**config.mk**
```make
export PLATFORM = sky130hd
export DESIGN_NAME = ns_alarm_timer
export DESIGN_NICKNAME = d
export VERILOG_FILES = /design/src/rtl/nstmr_pkg.sv /design/src/rtl/nstmr_decode.sv /design/src/rtl/nstmr_counter.sv /design/src/rtl/nstmr_alarm.sv /design/src/rtl/nstmr_rdmux.sv /design/src/rtl/ns_alarm_timer.sv
export SDC_FILE = /design/constraint.sdc
export NUM_CORES = 1
export LEC_CHECK = 0
export ABC_AREA = 1
export BUFFER_PORTS_ARGS = -buffer_cell sky130_fd_sc_hd__buf_2
export CORE_UTILIZATION = 55
export CTS_CLUSTER_SIZE = 12
export DETAILED_ROUTE_END_ITERATION = 6
export PLACE_DENSITY = 0.7
export SETUP_SLACK_MARGIN = 0.4
export SYNTH_ARGS = -nofsm -noshare
export SYNTH_HDL_FRONTEND = slang
export SYNTH_SLANG_ARGS = --single-unit
export TNS_END_PERCENT = 20
```
**constraint.sdc**
```tcl
create_clock -name clk -period 2.55 [get_ports clk]
set_input_delay 0.255 -clock clk [delete_from_list [all_inputs] [get_ports clk]]
set_output_delay 0.255 -clock clk [all_outputs]
set_load 0.05 [all_outputs]
```
**src/rtl/nstmr_pkg.sv**
```systemverilog
package nstmr_pkg;

  // Register offsets (byte addresses, word aligned). Software relies on them.
  localparam logic [4:0] OFF_TIME_LO  = 5'h00;
  localparam logic [4:0] OFF_TIME_HI  = 5'h04;
  localparam logic [4:0] OFF_ALM_LO   = 5'h08;
  localparam logic [4:0] OFF_ALM_HI   = 5'h0c;
  localparam logic [4:0] OFF_IRQ_EN   = 5'h10;
  localparam logic [4:0] OFF_CANCEL   = 5'h14;
  localparam logic [4:0] OFF_ARMED    = 5'h18;
  localparam logic [4:0] OFF_PEND_CLR = 5'h1c;

  typedef enum logic [3:0] {
    SEL_NONE,
    SEL_TIME_LO,
    SEL_TIME_HI,
    SEL_ALM_LO,
    SEL_ALM_HI,
    SEL_IRQ_EN,
    SEL_CANCEL,
    SEL_ARMED,
    SEL_PEND_CLR
  } reg_sel_e;

  typedef struct packed {
    logic time_lo;
    logic time_hi;
    logic alm_lo;
    logic alm_hi;
    logic irq_en;
    logic cancel;
    logic pend_clr;
  } wr_strb_t;

endpackage

```
**src/rtl/nstmr_decode.sv**
```systemverilog
module nstmr_decode
  import nstmr_pkg::*;
#(
  parameter int ADDR_W = 6
) (
  input  logic [ADDR_W-1:0] addr,
  input  logic              we,
  input  logic              wbit0,
  output reg_sel_e          sel,
  output wr_strb_t          strb
);

  logic in_window;

  always_comb begin
    in_window = ((addr >> 5) == '0);
    sel = SEL_NONE;
    if (in_window) begin
      case (addr[4:0])
        OFF_TIME_LO:  sel = SEL_TIME_LO;
        OFF_TIME_HI:  sel = SEL_TIME_HI;
        OFF_ALM_LO:   sel = SEL_ALM_LO;
        OFF_ALM_HI:   sel = SEL_ALM_HI;
        OFF_IRQ_EN:   sel = SEL_IRQ_EN;
        OFF_CANCEL:   sel = SEL_CANCEL;
        OFF_ARMED:    sel = SEL_ARMED;
        OFF_PEND_CLR: sel = SEL_PEND_CLR;
        default:      sel = SEL_NONE;
      endcase
    end
  end

  always_comb begin
    strb          = '0;
    strb.time_lo  = we && (sel == SEL_TIME_LO);
    strb.time_hi  = we && (sel == SEL_TIME_HI);
    strb.alm_lo   = we && (sel == SEL_ALM_LO);
    strb.alm_hi   = we && (sel == SEL_ALM_HI);
    strb.irq_en   = we && (sel == SEL_IRQ_EN);
    strb.cancel   = we && (sel == SEL_CANCEL) && wbit0;
    strb.pend_clr = we && (sel == SEL_PEND_CLR) && wbit0;
  end

endmodule

```
**src/rtl/nstmr_counter.sv**
```systemverilog
module nstmr_counter #(
  parameter int TIME_W  = 64,
  parameter int STEP_NS = 4
) (
  input  logic                clk,
  input  logic                rst,
  input  logic                stage_we,
  input  logic                load_we,
  input  logic [TIME_W/2-1:0] wdata,
  output logic [TIME_W-1:0]   cnt
);

  localparam int                WORD_W = TIME_W / 2;
  localparam logic [TIME_W-1:0] STEP   = TIME_W'(STEP_NS);

  logic [WORD_W-1:0] stage_q;
  logic [TIME_W-1:0] cnt_q;

  // Staged high word: touched only by high-word writes.
  always_ff @(posedge clk) begin
    if (rst) begin
      stage_q <= '0;
    end else if (stage_we) begin
      stage_q <= wdata;
    end
  end

  // Time counter: both halves load together, otherwise it steps.
  always_ff @(posedge clk) begin
    if (rst) begin
      cnt_q <= '0;
    end else if (load_we) begin
      cnt_q <= {stage_q, wdata};
    end else begin
      cnt_q <= cnt_q + STEP;
    end
  end

  assign cnt = cnt_q;

  // free-running step
  a_r2_step : assert property (@(posedge clk) disable iff (rst)
    !load_we |=> cnt_q == $past(cnt_q) + STEP);

  // atomic 64-bit load from staged high and written low
  a_r4_atomic_load : assert property (@(posedge clk) disable iff (rst)
    load_we |=> cnt_q == {$past(stage_q), $past(wdata)});

endmodule

```
**src/rtl/nstmr_alarm.sv**
```systemverilog
module nstmr_alarm #(
  parameter int TIME_W = 64
) (
  input  logic                clk,
  input  logic                rst,
  input  logic [TIME_W-1:0]   cnt,
  input  logic                alm_hi_we,
  input  logic                alm_lo_we,
  input  logic                cancel_we,
  input  logic                pend_clr_we,
  input  logic                ien_we,
  input  logic [TIME_W/2-1:0] wdata,
  output logic [TIME_W-1:0]   cmp,
  output logic                armed,
  output logic                ien,
  output logic                irq
);

  localparam int WORD_W = TIME_W / 2;

  logic [WORD_W-1:0] cmp_hi_q, cmp_lo_q;
  logic              armed_q, pend_q, ien_q, irq_q;
  logic              reached, fire;

  assign cmp     = {cmp_hi_q, cmp_lo_q};
  assign reached = (cnt >= cmp);
  assign fire    = armed_q && reached;

  // Alarm compare words.
  always_ff @(posedge clk) begin
    if (rst) begin
      cmp_hi_q <= '0;
      cmp_lo_q <= '0;
    end else begin
      if (alm_hi_we) cmp_hi_q <= wdata;
      if (alm_lo_we) cmp_lo_q <= wdata;
    end
  end

  // Armed state: a low-word write arms; cancel or firing disarms.
  always_ff @(posedge clk) begin
    if (rst) begin
      armed_q <= 1'b0;
    end else if (alm_lo_we) begin
      armed_q <= 1'b1;
    end else if (cancel_we || fire) begin
      armed_q <= 1'b0;
    end
  end

  // Pending flag: set by a firing that is not cancelled the same cycle.
  always_ff @(posedge clk) begin
    if (rst) begin
      pend_q <= 1'b0;
    end else if (fire && !cancel_we) begin
      pend_q <= 1'b1;
    end else if (pend_clr_we) begin
      pend_q <= 1'b0;
    end
  end

  // Enable bit and registered interrupt line.
  always_ff @(posedge clk) begin
    if (rst) begin
      ien_q <= 1'b0;
      irq_q <= 1'b0;
    end else begin
      if (ien_we) ien_q <= wdata[0];
      irq_q <= pend_q && ien_q;
    end
  end

  assign armed = armed_q;
  assign ien   = ien_q;
  assign irq   = irq_q;

  // firing disarms and raises pending
  a_r6_fire_disarms : assert property (@(posedge clk) disable iff (rst)
    fire && !alm_lo_we |=> !armed_q);
  a_r6_fire_pends : assert property (@(posedge clk) disable iff (rst)
    fire && !cancel_we |=> pend_q);

  // cancel disarms without creating a pending flag
  a_r8_cancel : assert property (@(posedge clk) disable iff (rst)
    cancel_we && !alm_lo_we |=> !armed_q && (pend_q == $past(pend_q && !pend_clr_we)));

  // the interrupt rises only after pending and enable were both set
  a_r9_irq_source : assert property (@(posedge clk) disable iff (rst)
    $rose(irq_q) |-> $past(pend_q && ien_q));

  // clear removes pending when nothing fires
  a_r10_clear : assert property (@(posedge clk) disable iff (rst)
    pend_clr_we && !fire |=> !pend_q);

endmodule

```
**src/rtl/nstmr_rdmux.sv**
```systemverilog
module nstmr_rdmux
  import nstmr_pkg::*;
#(
  parameter int TIME_W = 64
) (
  input  logic                clk,
  input  logic                rst,
  input  logic                re,
  input  reg_sel_e            sel,
  input  logic [TIME_W-1:0]   cnt,
  input  logic [TIME_W-1:0]   cmp,
  input  logic                armed,
  input  logic                ien,
  output logic [TIME_W/2-1:0] rdata
);

  localparam int WORD_W = TIME_W / 2;

  logic [WORD_W-1:0] hold_q, rdata_q, rd_next;

  always_comb begin
    case (sel)
      SEL_TIME_LO: rd_next = cnt[WORD_W-1:0];
      SEL_TIME_HI: rd_next = hold_q;
      SEL_ALM_LO:  rd_next = cmp[WORD_W-1:0];
      SEL_ALM_HI:  rd_next = cmp[TIME_W-1:WORD_W];
      SEL_IRQ_EN:  rd_next = WORD_W'(ien);
      SEL_ARMED:   rd_next = WORD_W'(armed);
      default:     rd_next = '0;
    endcase
  end

  // High word latched by every low-word read.
  always_ff @(posedge clk) begin
    if (rst) begin
      hold_q <= '0;
    end else if (re && (sel == SEL_TIME_LO)) begin
      hold_q <= cnt[TIME_W-1:WORD_W];
    end
  end

  always_ff @(posedge clk) begin
    if (rst) begin
      rdata_q <= '0;
    end else if (re) begin
      rdata_q <= rd_next;
    end
  end

  assign rdata = rdata_q;

  // low-word read captures the live high word
  a_r3_hold : assert property (@(posedge clk) disable iff (rst)
    re && (sel == SEL_TIME_LO) |=> hold_q == $past(cnt[TIME_W-1:WORD_W]));

  // unmapped and write-only offsets read as zero
  a_r11_zero_read : assert property (@(posedge clk) disable iff (rst)
    re && (sel == SEL_NONE || sel == SEL_CANCEL || sel == SEL_PEND_CLR) |=> rdata_q == '0);

endmodule

```
**src/rtl/ns_alarm_timer.sv**
```systemverilog
module ns_alarm_timer
  import nstmr_pkg::*;
#(
  parameter int TIME_W  = 64,
  parameter int ADDR_W  = 6,
  parameter int STEP_NS = 4
) (
  input  logic                clk,
  input  logic                rst,
  input  logic [ADDR_W-1:0]   bus_addr,
  input  logic                bus_we,
  input  logic [TIME_W/2-1:0] bus_wdata,
  input  logic                bus_re,
  output logic [TIME_W/2-1:0] bus_rdata,
  output logic                irq
);

  reg_sel_e          sel;
  wr_strb_t          strb;
  logic [TIME_W-1:0] cnt, cmp;
  logic              armed, ien;

  nstmr_decode #(.ADDR_W(ADDR_W)) u_decode (
    .addr  (bus_addr),
    .we    (bus_we),
    .wbit0 (bus_wdata[0]),
    .sel   (sel),
    .strb  (strb)
  );

  nstmr_counter #(.TIME_W(TIME_W), .STEP_NS(STEP_NS)) u_counter (
    .clk      (clk),
    .rst      (rst),
    .stage_we (strb.time_hi),
    .load_we  (strb.time_lo),
    .wdata    (bus_wdata),
    .cnt      (cnt)
  );

  nstmr_alarm #(.TIME_W(TIME_W)) u_alarm (
    .clk         (clk),
    .rst         (rst),
    .cnt         (cnt),
    .alm_hi_we   (strb.alm_hi),
    .alm_lo_we   (strb.alm_lo),
    .cancel_we   (strb.cancel),
    .pend_clr_we (strb.pend_clr),
    .ien_we      (strb.irq_en),
    .wdata       (bus_wdata),
    .cmp         (cmp),
    .armed       (armed),
    .ien         (ien),
    .irq         (irq)
  );

  nstmr_rdmux #(.TIME_W(TIME_W)) u_rdmux (
    .clk   (clk),
    .rst   (rst),
    .re    (bus_re),
    .sel   (sel),
    .cnt   (cnt),
    .cmp   (cmp),
    .armed (armed),
    .ien   (ien),
    .rdata (bus_rdata)
  );

endmodule

```
==> results by group <==
Timing
  – Final period util: 81.5%
  – Setup ws final: 472 ps
  – Clock skew: 10.5 ps
  – Unrepaired setup endpoints after global routing: yes
  – Minimum clock period: 2080 ps
  – Slew @ Worst Pin: 868 ps
  – Final hold vios: 0
  – Number of setup violations in the final report: 0
  – Slew headroom: 41.9%
  – Maximum clock rate: 0.481 GHz
  – Slew Viols, Final: 0
  – Sum Neg Setup Slack: 0 ps
  – Worst hold slack: 13.4 ps

GRT
  – GRT Util Overall: 34.8%
  – First-pass GRT wire length: 64,300 microns
  – Largest net degree at the start of global routing: 65
  – Vias in the first global route: 11,665
  – Gr ovfl total: 0
  – Antenna violations before repair: 0

Hold path
  – WHS Path Cells: 3
  – Min-delay worst type: input pin to flop
  – Min-Delay Startpoint: bus_wdata[13]
  – Hold Path End: u_counter.cnt[13]

CTS
  – CTS buffer count: 26
  – Worst-skew pair later-pin latency: 530 ps
  – Post-CTS Setup Inserts: 0
  – CTS clk-pin slew, worst paths: 60 ps
  – CTS root buf: clkbuf_16
  – # hold bufs at CTS: 0
  – Max Buffers Root-to-Sink: 3
  – CTS tree: done
  – H-tree depth: 1
  – Clock sinks: 228

Synthesis
  – Largest family of logic cells by synthesized area: simple AND/OR/NAND/NOR gates
  – Ys async rst share: 0%
  – Mux contribution to synthesized area: 0%
  – Complex-gate fraction of the synthesized area: 17.0%
  – Number of synthesized flops with an enable pin: 0
  – Mapped Avg Cell Area: 6.75 sq um
  – Top FF cell, synth: dfxtp_1
  – Ys Warns: 0
  – Flops & latches, synth: 228
  – Mapped Area: 0.0125 sq mm
  – Synthesized Nets: 1,967
  – Sequential element share of the synthesized area: 36.4%
  – Syn Inst Count: 1,860
  – Post-synthesis cell type count: 38
  – Synth Area in Adders: 6.48%
  – Post-Synth Simple-Gate Area: 29.4%
  – Post-synthesis xor/xnor area fraction: 1.81%

Detailed routing
  – Detail Route Antenna Nets: 0
  – WL per Instance: 18.3 microns
  – DR vias/cell: 5.59
  – First-pass DRT Iterations: 5
  – Remaining DRCs: 0
  – Via count: 12,308
  – Initial DRC Count: 1,170
  – Post-Route WL: 40,300 microns

Power and ir drop
  – Sequential Power Share: 46.1%
  – Combinational group share of total power: 6.7%
  – Pwr dens: 560 mW/mm^2
  – Leakage Power: 0.00582 uW
  – Clock power share: 47.2%
  – Switching Fraction: 24.0%
  – P_int: 5980 uW
  – Peak VDD IR: 0.516 mV
  – Psw: 1890 uW

Worst setup path
  – Critical R2R Capture: u_counter.cnt[56]
  – Worst Path Required: 2980 ps
  – Critical path class: flop to flop
  – WP data arrival: 2510 ps
  – Reg-to-Reg Start: u_counter.cnt[23]
  – Critical Path Source Type: flop
  – Reg2reg setup slack: 470 ps
  – CP Capture Type: flop
  – CP max FO: 5
  – Worst reg2reg path depth: 9

Cells and area
  – Final Non-Filler Cells: 2,202
  – Antenna Diode Count: 0
  – NumNets Final: 2,011
  – Most common cell after layout, fill and taps aside: nand2_1
  – Most frequent cells in the layout: nand2_1, dfxtp_1, a21oi_1, inv_1, o21ai_0
  – Area delta synth->final: 12.2%
  – Post-layout instance area: 0.0141 sq mm
  – Share of cells above drive strength 1: 10.8%

Floorplan
  – Initial Util: 56.8%
  – Core ar.: 0.0221 sq mm
  – Chip width: 153 microns
  – Std-Cell Rows: 54
  – Die Ht: 153 microns
  – Full die area: 0.0234 sq mm
  – Ports: 75

Placed design
  – Placed insts: 2,156
  – DP Worst Slack: 197 ps
  – Post-DP Area: 0.0131 sq mm
  – PortBufs: 74
  – GP Congestion: 1.06
  – DPL Wire Length: 29,300 microns

Status
  – Status: finished, final reports clean

Run
  – Max Cap Viol: 0
[power groups by stage]
stage	Combinational [uW]	Clock (uW)	Sequential, uW
after global routing	585	3890	3640
after floorplan	317	0	3700
after global placement	508	0	3710
after CTS	519	3750	3630
final	526	3720	3630
after detailed placement	515	0	3710
[cell type report]
type / instances / area, sq um
Clock buffer: 42 / 802
Multi-Input combinational cell: 1351 / 6950
Fill cell: 2113 / 8020
Tap cell: 280 / 350
Clock inverter: 4 / 47.5
Inverter: 192 / 722
Timing Repair Buffer: 105 / 631
Sequential cell: 228 / 4570
[worst max path at each step]
stage               cells after the start  slack, ps               from                end
floorplan                              10        860   u_counter.cnt[2]  u_counter.cnt[58]
global placement                        8        170  u_counter.cnt[13]  u_counter.cnt[47]
detailed placement                      8        200  u_counter.cnt[13]  u_counter.cnt[47]
CTS                                    10        320   u_counter.cnt[2]  u_counter.cnt[62]
global route                           10        320  u_counter.cnt[19]  u_counter.cnt[47]
finish                                  9        470  u_counter.cnt[23]  u_counter.cnt[56]
[through the flow]
| stage | power, uW | utilization [%] |
|---|---|---|
| final | 7870 | 63.7 |
| after global routing | 8110 | 63.7 |
| after CTS | 7900 | 63.3 |
| after detailed placement | 4220 | 59.5 |
| after global placement | 4220 | 59.5 |
| after floorplan | 4020 | - |
[routing by layer]
metal	GRT usage [%]	share of wire (%)	wire length (microns)
met1	47.0	45	18100
met3	4.28	6.4	2570
met5	0	0	0
met2	57.7	46	18500
met4	10.8	2.8	1120
[synth_stat cells (all sizes together), types with 5 or more instances]
master	count	area, sq um
a21oi	197	986
a31oi	6	37.5
buf	32	180
clkbuf	57	214
dfxtp	228	4560
ha	65	813
inv	190	713
nand2	475	1800
nand3	141	728
nand3b	5	37.5
nand4	26	163
nor2	152	623
nor3	34	228
o211ai	10	88.8
o21ai	187	936
o21bai	5	37.5
or2	15	93.8
xnor2	10	87.6
xor2	16	140
[critical path, cell delays in order (launching register included)]
cell	delay, ps
dfxtp_1	450
nand2_1	160
nor2_1	290
nand2_1	130
nor2_1	380
nand2_1	160
o21ai_0	190
nand3_1	90
nand2_1	90
inv_1	30
[cells by family (layout without fill, tap and decap cells)]
group                      Yosys count  in the layout
xor gates and xnor gates            26             26
DFF                                228            228
buffers and inverters              281            343
AOI/OAI and AO/OA                  410            410
adders and majority gates           65             65
and+or+nand+nor                    850            850
[state kept, by name, indices dropped and copies added, names as in the netlist]
signal / count
u_alarm.irq: 1
u_counter.cnt: 64
u_counter.stage_q: 32
u_rdmux.hold_q: 32
u_alarm.armed: 1
u_alarm.ien: 1
u_alarm.cmp_hi_q: 32
u_alarm.cmp_lo_q: 32
u_alarm.pend_q: 1
u_rdmux.rdata: 32
[timing repair]
action / CTS / global route
endpoints found under the setup margin: 4 / 23
resized for setup: 1 / 20
pin swaps: 0 / 1
Note: power is estimated with default switching activity, not from simulation.
